==> config.mk <==
export PLATFORM = sky130hd
export DESIGN_NAME = dual_axis_byte_port
export DESIGN_NICKNAME = d
export VERILOG_FILES = /design/src/rtl/dabp_pkg.sv /design/src/rtl/dabp_bus_fsm.sv /design/src/rtl/dabp_axis_regs.sv /design/src/rtl/dual_axis_byte_port.sv
export SDC_FILE = /design/constraint.sdc
export NUM_CORES = 1
export LEC_CHECK = 0
export BUFFER_PORTS_ARGS = -buffer_cell sky130_fd_sc_hd__buf_2
export CAP_MARGIN = 20
export CORE_MARGIN = 1.5
export CORE_UTILIZATION = 57
export CTS_CLUSTER_SIZE = 10
export DETAILED_ROUTE_END_ITERATION = 10
export HOLD_SLACK_MARGIN = 0.02
export PLACE_DENSITY_LB_ADDON = 0.15
export SYNTH_ARGS = -nofsm -noshare
export SYNTH_HDL_FRONTEND = slang
export SYNTH_HIERARCHICAL = 1
export SYNTH_SLANG_ARGS = --single-unit
==> constraint.sdc <==
create_clock -name clk -period 4.15 [get_ports clk]
set_input_delay 0.2075 -clock clk [delete_from_list [all_inputs] [get_ports clk]]
set_output_delay 0.2075 -clock clk [all_outputs]
set_load 0.02 [all_outputs]
==> src/rtl/dabp_pkg.sv <==
package dabp_pkg;

    typedef enum logic [1:0] {
        BUS_IDLE  = 2'd0,
        BUS_WRITE = 2'd1,
        BUS_READ  = 2'd2
    } bus_state_t;

    localparam logic [2:0] CMD_PTR_CLR     = 3'b000;
    localparam logic [2:0] CMD_CAPTURE     = 3'b001;
    localparam logic [2:0] CMD_CAPTURE_ALL = 3'b011;

endpackage

==> src/rtl/dabp_bus_fsm.sv <==
module dabp_bus_fsm
    import dabp_pkg::*;
(
    input  logic clk,
    input  logic rst_n,
    input  logic sel,
    input  logic rd,
    input  logic wr,
    input  logic ctl,
    input  logic axis,
    output logic wr_evt,
    output logic rd_done,
    output logic ev_ctl,
    output logic ev_axis
);

    bus_state_t state_q, state_nx;
    logic       axis_q, ctl_q;

    always_comb begin
        state_nx = state_q;
        unique case (state_q)
            BUS_IDLE: begin
                if (sel && wr)      state_nx = BUS_WRITE;
                else if (sel && rd) state_nx = BUS_READ;
            end
            BUS_WRITE: if (!(sel && wr)) state_nx = BUS_IDLE;
            BUS_READ:  if (!(sel && rd)) state_nx = BUS_IDLE;
            default:   state_nx = BUS_IDLE;
        endcase
    end

    always_ff @(posedge clk or negedge rst_n) begin
        if (!rst_n) begin
            state_q <= BUS_IDLE;
            axis_q  <= 1'b0;
            ctl_q   <= 1'b0;
        end else begin
            state_q <= state_nx;
            if (state_q == BUS_IDLE && state_nx == BUS_READ) begin
                axis_q <= axis;
                ctl_q  <= ctl;
            end
        end
    end

    always_comb begin
        wr_evt  = (state_q == BUS_IDLE) && sel && wr;
        rd_done = (state_q == BUS_READ) && !(sel && rd);
        ev_axis = (state_q == BUS_READ) ? axis_q : axis;
        ev_ctl  = (state_q == BUS_READ) ? ctl_q : ctl;
    end

    // without chip select an idle bus stays idle
    a_r10_idle_without_sel: assert property (@(posedge clk) disable iff (!rst_n)
        (state_q == BUS_IDLE && !sel) |=> (state_q == BUS_IDLE));

    // one write event per write cycle
    a_r2_single_write: assert property (@(posedge clk) disable iff (!rst_n)
        wr_evt |=> !wr_evt);

    // a read cycle ends with exactly one completion
    a_r8_single_read_end: assert property (@(posedge clk) disable iff (!rst_n)
        rd_done |=> (state_q == BUS_IDLE));

endmodule

==> src/rtl/dabp_axis_regs.sv <==
module dabp_axis_regs #(
    parameter int DATA_W = 8,
    parameter int NBYTES = 3,
    localparam int CW    = DATA_W * NBYTES,
    localparam int PTR_W = (NBYTES > 1) ? $clog2(NBYTES) : 1
) (
    input  logic              clk,
    input  logic              rst_n,
    input  logic              wr_en,
    input  logic              rd_adv,
    input  logic              ptr_clr,
    input  logic              capture,
    input  logic [DATA_W-1:0] wdata,
    input  logic [CW-1:0]     count,
    output logic [CW-1:0]     preset,
    output logic [DATA_W-1:0] rdata,
    output logic [PTR_W-1:0]  ptr
);

    localparam logic [PTR_W-1:0] LAST = PTR_W'(NBYTES - 1);

    logic [NBYTES-1:0][DATA_W-1:0] preset_q, latch_q;
    logic [PTR_W-1:0]              ptr_q, ptr_inc;

    assign ptr_inc = (ptr_q == LAST) ? '0 : ptr_q + 1'b1;

    always_ff @(posedge clk or negedge rst_n) begin
        if (!rst_n) begin
            ptr_q <= '0;
        end else if (ptr_clr || capture) begin
            ptr_q <= '0;
        end else if (wr_en || rd_adv) begin
            ptr_q <= ptr_inc;
        end
    end

    always_ff @(posedge clk or negedge rst_n) begin
        if (!rst_n) begin
            preset_q <= '0;
        end else begin
            for (int b = 0; b < NBYTES; b++) begin
                if (wr_en && ptr_q == PTR_W'(b)) preset_q[b] <= wdata;
            end
        end
    end

    always_ff @(posedge clk or negedge rst_n) begin
        if (!rst_n)       latch_q <= '0;
        else if (capture) latch_q <= count;
    end

    assign preset = preset_q;
    assign ptr    = ptr_q;
    assign rdata  = (ptr_q <= LAST) ? latch_q[ptr_q] : '0;

    a_r3_ptr_in_range: assert property (@(posedge clk) disable iff (!rst_n)
        ptr_q <= LAST);

    a_r3_ptr_wraps: assert property (@(posedge clk) disable iff (!rst_n)
        ((wr_en || rd_adv) && !ptr_clr && !capture && ptr_q == LAST) |=> (ptr_q == '0));

    a_r2_ptr_steps: assert property (@(posedge clk) disable iff (!rst_n)
        ((wr_en || rd_adv) && !ptr_clr && !capture && ptr_q != LAST)
        |=> (ptr_q == $past(ptr_q) + 1'b1));

    a_r5_ptr_cleared: assert property (@(posedge clk) disable iff (!rst_n)
        (ptr_clr || capture) |=> (ptr_q == '0));

    a_r4_latch_loaded: assert property (@(posedge clk) disable iff (!rst_n)
        capture |=> (latch_q == $past(count)));

    a_r4_latch_holds: assert property (@(posedge clk) disable iff (!rst_n)
        !capture |=> $stable(latch_q));

    a_r8_preset_only_on_write: assert property (@(posedge clk) disable iff (!rst_n)
        !wr_en |=> $stable(preset_q));

endmodule

==> src/rtl/dual_axis_byte_port.sv <==
module dual_axis_byte_port
    import dabp_pkg::*;
#(
    parameter int DATA_W = 8,
    parameter int NBYTES = 3,
    localparam int CW    = DATA_W * NBYTES
) (
    input  logic              clk,
    input  logic              rst_n,
    input  logic              bus_sel,
    input  logic              rd_stb,
    input  logic              wr_stb,
    input  logic              ctl_sel,
    input  logic              axis_y,
    input  logic [DATA_W-1:0] din,
    output logic [DATA_W-1:0] dout,
    input  logic [CW-1:0]     x_count,
    input  logic [CW-1:0]     y_count,
    output logic [CW-1:0]     x_preset,
    output logic [CW-1:0]     y_preset
);

    localparam int PTR_W = (NBYTES > 1) ? $clog2(NBYTES) : 1;
    localparam int NAXES = 2;

    logic wr_evt, rd_done, ev_ctl, ev_axis;
    logic data_wr, ctl_wr, data_rd_end;
    logic [2:0] code;

    logic [CW-1:0]     cnt_a [NAXES];
    logic [CW-1:0]     pre_a [NAXES];
    logic [DATA_W-1:0] rd_a  [NAXES];
    logic [PTR_W-1:0]  ptr_a [NAXES];

    dabp_bus_fsm u_fsm (
        .clk     (clk),
        .rst_n   (rst_n),
        .sel     (bus_sel),
        .rd      (rd_stb),
        .wr      (wr_stb),
        .ctl     (ctl_sel),
        .axis    (axis_y),
        .wr_evt  (wr_evt),
        .rd_done (rd_done),
        .ev_ctl  (ev_ctl),
        .ev_axis (ev_axis)
    );

    assign data_wr     = wr_evt && !ev_ctl;
    assign ctl_wr      = wr_evt && ev_ctl;
    assign data_rd_end = rd_done && !ev_ctl;
    assign code        = din[DATA_W-1 -: 3];

    assign cnt_a[0] = x_count;
    assign cnt_a[1] = y_count;

    for (genvar a = 0; a < NAXES; a++) begin : g_axis
        logic is_me;
        assign is_me = (ev_axis == 1'(a));

        dabp_axis_regs #(.DATA_W(DATA_W), .NBYTES(NBYTES)) u_regs (
            .clk     (clk),
            .rst_n   (rst_n),
            .wr_en   (data_wr && is_me),
            .rd_adv  (data_rd_end && is_me),
            .ptr_clr (ctl_wr && is_me && code == CMD_PTR_CLR),
            .capture (ctl_wr && ((is_me && code == CMD_CAPTURE) || code == CMD_CAPTURE_ALL)),
            .wdata   (din),
            .count   (cnt_a[a]),
            .preset  (pre_a[a]),
            .rdata   (rd_a[a]),
            .ptr     (ptr_a[a])
        );
    end

    assign x_preset = pre_a[0];
    assign y_preset = pre_a[1];
    assign dout     = (bus_sel && rd_stb && !ctl_sel) ? rd_a[axis_y] : '0;

    // bus output quiet outside a data read
    a_r9_dout_quiet: assert property (@(posedge clk) disable iff (!rst_n)
        !(bus_sel && rd_stb && !ctl_sel) |-> (dout == '0));

    // a data access to X keeps the Y pointer
    a_r11_x_keeps_y: assert property (@(posedge clk) disable iff (!rst_n)
        ((wr_evt || rd_done) && !ev_ctl && !ev_axis) |=> $stable(ptr_a[1]));

    // a data access to Y keeps the X pointer
    a_r11_y_keeps_x: assert property (@(posedge clk) disable iff (!rst_n)
        ((wr_evt || rd_done) && !ev_ctl && ev_axis) |=> $stable(ptr_a[0]));

endmodule

==> impl_metrics.env, run 1 <==
export IMPL_row_count=32
export IMPL_routed_wl_um=9030
export IMPL_grt_pass1_wl_um=15000
export IMPL_die_area_um2=8490
export IMPL_port_buffers=118
export IMPL_crit_chain="nor2b_1 > nand2_1 > o21ai_0 > mux2i_1 > nor2_1 > buf_2"
export IMPL_vias=2910
export IMPL_drt_iter0_drc=126
export IMPL_antenna_found_initial=0
export IMPL_hold_class="input port to register"
export IMPL_ctsResizeCount=0
export IMPL_routed_wire_length_per_instance_um=16.4
export IMPL_path_max_fanout=13
export IMPL_yosysWarnings=6
export IMPL_p_per_area_nw_per_um2=614
export IMPL_synth_edf_count=0
export IMPL_cp_startpoint="g_axis[0].u_regs/ptr[1]$_DFFE_PN0P_"
export IMPL_clock_latency_ns=0.36
export IMPL_numCtsBuffers=9
export IMPL_path_class="register to primary output"
export IMPL_max_cap_violations=0
export IMPL_finalHoldViolCount=0
export IMPL_start_util=0.589
export IMPL_min_from="y_count[16]"
export IMPL_nFillCells=597
export IMPL_drtAntennaViolNets=0
export IMPL_synth_cell_types=29
export IMPL_cp_start_kind="register"
export IMPL_timing_final_crit_share=0.636
export IMPL_grt_max_degree=72
export IMPL_tns_ns=0
export IMPL_syn_inst=322
export IMPL_synth_nets=385
export IMPL_slowest_stage="nor2b_1"
export IMPL_dpl_hpwl_um=6470
export IMPL_worst_path_dominant_cell_family="simple AND/OR/NAND/NOR gates"
export IMPL_track_usage=0.230
export IMPL_cts_tree="yes"
export IMPL_cts_root_buf="clkbuf_8"
export IMPL_multiInputGateArea_um2=1850
export IMPL_max_freq_mhz=379
export IMPL_nets=506
export IMPL_timing_rr_start="u_fsm/state_q[1]$_DFF_PN0_"
export IMPL_synthToLayoutAreaGrowth_pct=19.5
export IMPL_die_y_um=92.1
export IMPL_required_ns=3.94
export IMPL_io_pins=119
export IMPL_via_per_inst=5.29
export IMPL_rsz0062_at_grt="no"
export IMPL_holdBufCountCts=1
export IMPL_dr_pass1_iters=4
export IMPL_final_util=0.704
export IMPL_drc=0
export IMPL_max_vdd_ir_drop_uv=308
export IMPL_coreArea_um2=7690
export IMPL_power_mw=3.32
export IMPL_syn_cell_area_um2=4530
export IMPL_seqCellArea_um2=2600
export IMPL_grt_overflow_total=0
export IMPL_routabilityCongestion=0.767
export IMPL_max_slew_margin=0.425
export IMPL_clk_pin_slew_ns=0.10
export IMPL_clock_sinks=104
export IMPL_finClkSkew_ns=0.0120
export IMPL_slowest_delay_ns=0.75
export IMPL_seq_area_frac_synth=0.575
export IMPL_setup_viol=0
export IMPL_cellLeakagePower_nw=2.70
export IMPL_worstMarginPinSlew_ns=0.862
export IMPL_post_cts_setup_buffer_count=0
export IMPL_synth_seq_cells=104
export IMPL_cp_num_buf_inv=1
export IMPL_status="complete, no violations"
export IMPL_cp_arrival_ns=2.43
export IMPL_cts_buffer_depth=2
export IMPL_postSynth_asyncResetShare=1.00
export IMPL_avgSynthCellArea_um2=14.1
export IMPL_drive_gt1_frac=0.560
export IMPL_finalCriticalPeriod_ns=2.64
export IMPL_grt_pass1_vias=2973
export IMPL_die_x_um=92.1
export IMPL_final_max_slew_viol_count=0
export IMPL_diodes=0
export IMPL_crit_path_end_kind="primary output"
export IMPL_ys_dominant_reg_cell="dfrtp_1"
export IMPL_cts_max_level=3
[worst paths after layout]
path	cells after the start	to	slack (ns)
worst min register to register	1	g_axis[1].u_regs/preset[20]$_DFFE_PN0P_	0.51
worst max-delay path	6	dout[6]	1.51
worst min-delay path	2	g_axis[1].u_regs/latch_q[16]$_DFFE_PN0P_	0.07
max in group asynchronous	3	g_axis[1].u_regs/latch_q[22]$_DFFE_PN0P_	2.68
worst max register to register	5	g_axis[0].u_regs/preset[7]$_DFFE_PN0P_	1.69
min in group asynchronous	2	g_axis[0].u_regs/preset[17]$_DFFE_PN0P_	0.51
[report_power, final]
group | switching (mW) | internal (mW) | leakage (nW)
combinational | 0.609 | 0.530 | 1.27
sequential | 0.256 | 1.35 | 1.34
clock | 0.347 | 0.225 | 0.0944
total | 1.21 | 2.11 | 2.70
[state kept, by name (all words and copies together) (netlist names)]
| signal | flops |
|---|---|
| u_fsm/ctl_q | 1 |
| g_axis.u_regs/ptr | 4 |
| g_axis.u_regs/preset | 48 |
| g_axis.u_regs/latch_q | 48 |
| u_fsm/axis_q | 1 |
| u_fsm/state_q | 2 |
[cell type report]
class,count,area share
flip-flops and latches,104,0.481
multi-input cells,203,0.343
repair buffers,123,0.118
well taps,102,0.0236
clock buffers,9,0.0229
clock inverters,7,0.00995
inverters,2,0.00139
[layer usage]
layer	GRT usage	part of all wire	up-vias
li1	-	-	1390
met1	0.313	0.45	1427
met2	0.371	0.48	81
met3	0.0373	0.048	12
met4	0.0885	0.017	0
met5	0	0	-
[cell usage in the layout, fill, tap and decap left out, types with 2 or more instances in the layout]
cell and instances:
dfrtp_1 104, nor2b_1 2, and3b_2 2, o21ai_0 16, mux2_2 98, or3_1 2
inv_6 3, nor3b_4 2, clkinv_2 2, buf_4 4, mux2_4 2, clkbuf_8 9
clkinv_4 2, nand2_1 18, mux2i_1 26, nor3b_1 2, a21oi_1 2, nor3_1 2
nor2_1 11, inv_1 2, a211oi_1 2, buf_2 117, nand3b_1 4, nand2_2 2
[synthesized netlist by cell type (all sizes together) (2+ instances only)]
master	number	area (um^2)
a211oi	2	15.0
o21ai	16	80.1
buf	11	62.6
mux2i	26	260
and3b	2	20.0
nor3	2	10.0
dfrtp	104	2600
mux2	100	1130
a21oi	3	15.0
nand2	20	80.1
nand3b	5	41.3
nor3b	4	52.6
nor2b	2	12.5
nor2	12	45.0
clkbuf	2	7.51
inv	2	7.51
or3	3	23.8
[through the flow]
| stage | instance area [um^2] | hold slack, ns | setup slack, ns | std cells |
|---|---|---|---|---|
| 3_3_place_gp | 5210 | 0.375 | 1.67 | 532 |
| 3_5_place_dp | 5220 | 0.386 | 1.72 | 533 |
| 6_report | 5410 | 0.0729 | 1.51 | 550 |
| 4_1_cts | 5410 | 0.0420 | 1.52 | 550 |
| 5_1_grt | 5410 | 0.0523 | 1.33 | 550 |
| 2_1_floorplan | 4530 | -0.0881 | 2.00 | 322 |
[cell families after synthesis]
family	count (synthesis)	share of synthesized area
DFF	104	0.575
buffers and inverters	15	0.0171
AOI/OAI and AO/OA	21	0.0243
muxes	126	0.308
and+or+nand+nor	56	0.0757
Note: power is estimated with default switching activity, not from simulation.
==> run 2, diff against run 1 <==
Settings changed: CORE_UTILIZATION 57 to 47.
Clock period 4.15 ns to 2.17 ns, I/O delays scaled along.
==> run 2 against run 1 <==
Against the previous run: first-iteration DRC count fell by 62%; routed wire length rose by 11%; via count rose by 12%; sequential cell count did not move; highest routed layer unchanged.
==> impl_metrics.env, run 2 (synthesis gave the netlist of run 1 again) <==
export IMPL_coreArea_um2=9280
export IMPL_cp_arrival_ns=2.31
export IMPL_antenna_found_initial=0
export IMPL_slowest_stage="dfrtp_1"
export IMPL_diodes=0
export IMPL_rr_endpoint="g_axis[1].u_regs/preset[5]$_DFFE_PN0P_"
export IMPL_numCtsBuffers=9
export IMPL_final_common_cell="buf_2"
export IMPL_drtAntennaViolNets=0
export IMPL_dr_pass1_iters=4
export IMPL_die_y_um=101
export IMPL_clock_sinks=104
export IMPL_drc=0
export IMPL_cts_max_level=3
export IMPL_min_from="din[3]"
export IMPL_row_count=35
export IMPL_port_buffers=118
export IMPL_die_x_um=101
export IMPL_cp_startpoint="u_fsm/state_q[1]$_DFF_PN0_"
export IMPL_post_cts_setup_buffer_count=0
export IMPL_max_freq_mhz=487
export IMPL_cts_tree="yes"
export IMPL_final_cell_mix="buf_2 (117), dfrtp_1 (104), mux2_2 (98)"
export IMPL_cts_buffer_depth=2
export IMPL_io_pins=119
export IMPL_path_class="register to register"
export IMPL_endpoint="g_axis[1].u_regs/preset[5]$_DFFE_PN0P_"
export IMPL_cellLeakagePower_nw=3.00
export IMPL_place_ws_ns=0.107
export IMPL_p_per_area_nw_per_um2=1090
export IMPL_crit_chain="nand2b_2 > mux2_2 > and3b_2 > nor3b_4 > buf_4 > mux2_2"
export IMPL_grt_pass1_vias=3373
export IMPL_timing_rr_start="u_fsm/state_q[1]$_DFF_PN0_"
export IMPL_finClkSkew_ns=0.0123
export IMPL_max_slew_margin=0.653
export IMPL_status="complete, no violations"
export IMPL_grt_max_degree=42
export IMPL_hold_class="input port to register"
export IMPL_timing_final_crit_share=0.946
export IMPL_rsz0062_at_grt="no"
export IMPL_routabilityCongestion=0.769
export IMPL_postLayoutSetupSlackWorst_ns=0.117
export IMPL_clk_pin_slew_ns=0.11
export IMPL_routed_wire_length_per_instance_um=15.6
export IMPL_reg2regPathDepth=6
export IMPL_grt_pass1_wl_um=16000
export IMPL_crit_path_end_kind="register"
export IMPL_drt_iter0_drc=48
export IMPL_tns_ns=0
export IMPL_finalCriticalPeriod_ns=2.05
export IMPL_required_ns=2.43
export IMPL_r2r_setup_slack_ns=0.12
export IMPL_drive_gt1_frac=0.520
export IMPL_slowest_delay_ns=0.43
export IMPL_grt_overflow_total=0
export IMPL_vias=3245
export IMPL_start_util=0.488
export IMPL_cp_common_cell="mux2_2"
export IMPL_max_vdd_ir_drop_uv=535
export IMPL_max_cap_violations=0
export IMPL_dpl_cell_area_um2=5380
export IMPL_finalHoldViolCount=0
export IMPL_die_area_um2=10200
export IMPL_setup_viol=0
export IMPL_via_per_inst=5.06
export IMPL_worstMarginPinSlew_ns=0.521
export IMPL_final_max_slew_viol_count=0
export IMPL_cp_start_kind="register"
export IMPL_cts_root_buf="clkbuf_8"
export IMPL_path_max_fanout=6
export IMPL_clock_latency_ns=0.37
export IMPL_synthToLayoutAreaGrowth_pct=35.2
export IMPL_dpl_hpwl_um=6900
export IMPL_nets=570
export IMPL_routed_wl_um=9990
export IMPL_track_usage=0.204
export IMPL_fin_area_um2=6120
-- run 2: cell types whose count changed in the layout (fill, tap and decap cells not counted), moves of 2 or more --
cell and change:
dlygate4sd3_1 +51, buf_4 +11, buf_12 +3, clkinv_2 -2, clkinv_4 -2, clkinvlp_4 +2, inv_8 +2
-- run 2: what timing repair did --
action,CTS,global route
hold buffers,52,0
endpoints found under the hold margin,89,0
endpoints found under the setup margin,0,10
resized for setup,0,2
-- run 2: worst min path at each step --
stage                                                    endpoint  slack (ns)  cells after the start
after floorplan           g_axis[0].u_regs/latch_q[0]$_DFFE_PN0P_       -0.19                      0
after global placement     g_axis[0].u_regs/preset[9]$_DFFE_PN0P_        0.12                      1
after detailed placement  g_axis[0].u_regs/preset[23]$_DFFE_PN0P_        0.12                      1
after CTS                 g_axis[1].u_regs/preset[19]$_DFFE_PN0P_        0.03                      2
after global routing       g_axis[0].u_regs/preset[3]$_DFFE_PN0P_        0.04                      2
final                     g_axis[0].u_regs/preset[11]$_DFFE_PN0P_        0.04                      2
-- run 2: stage by stage --
stage | total power [mW] | util | instances | hold WS (ns)
floorplan | 4.53 | - | 322 | -0.187
global placement | 5.35 | 0.580 | 573 | 0.116
detailed placement | 5.43 | 0.580 | 573 | 0.122
CTS | 6.76 | 0.658 | 641 | 0.0300
global route | 7.11 | 0.659 | 641 | 0.0369
finish | 6.69 | 0.659 | 641 | 0.0393
-- run 2: layout make-up --
class                   count  area, um^2
well taps                 129         161
multi-input cells         203        1860
clock buffers               9         124
inverters                   2        7.51
flip-flops and latches    104        2600
repair buffers            187        1280
fillers                   772        3160
clock inverters             7        85.1
-- run 2: worst max-delay path: cells and delay by family, from the launching register on --
family / cells / cell delay (ns)
DFF: 1 / 0.43
muxes: 2 / 0.72
buffers and inverters: 1 / 0.17
and+or+nand+nor: 3 / 0.61
-- run 2: power by group --
| group | leakage [nW] | total (mW) | switching, mW | internal, mW |
|---|---|---|---|---|
| combinational | 1.56 | 2.49 | 1.34 | 1.15 |
| sequential | 1.34 | 2.95 | 0.360 | 2.59 |
| clock | 0.100 | 1.26 | 0.700 | 0.558 |
| total | 3.00 | 6.69 | 2.40 | 4.30 |
-- run 2: routing by layer --
layer,up-vias,part of all wire,GRT usage
met2,87,0.50,0.357
met5,-,0,0
met3,10,0.044,0.0559
met4,0,0.012,0.0513
met1,1627,0.44,0.251
li1,1521,-,-
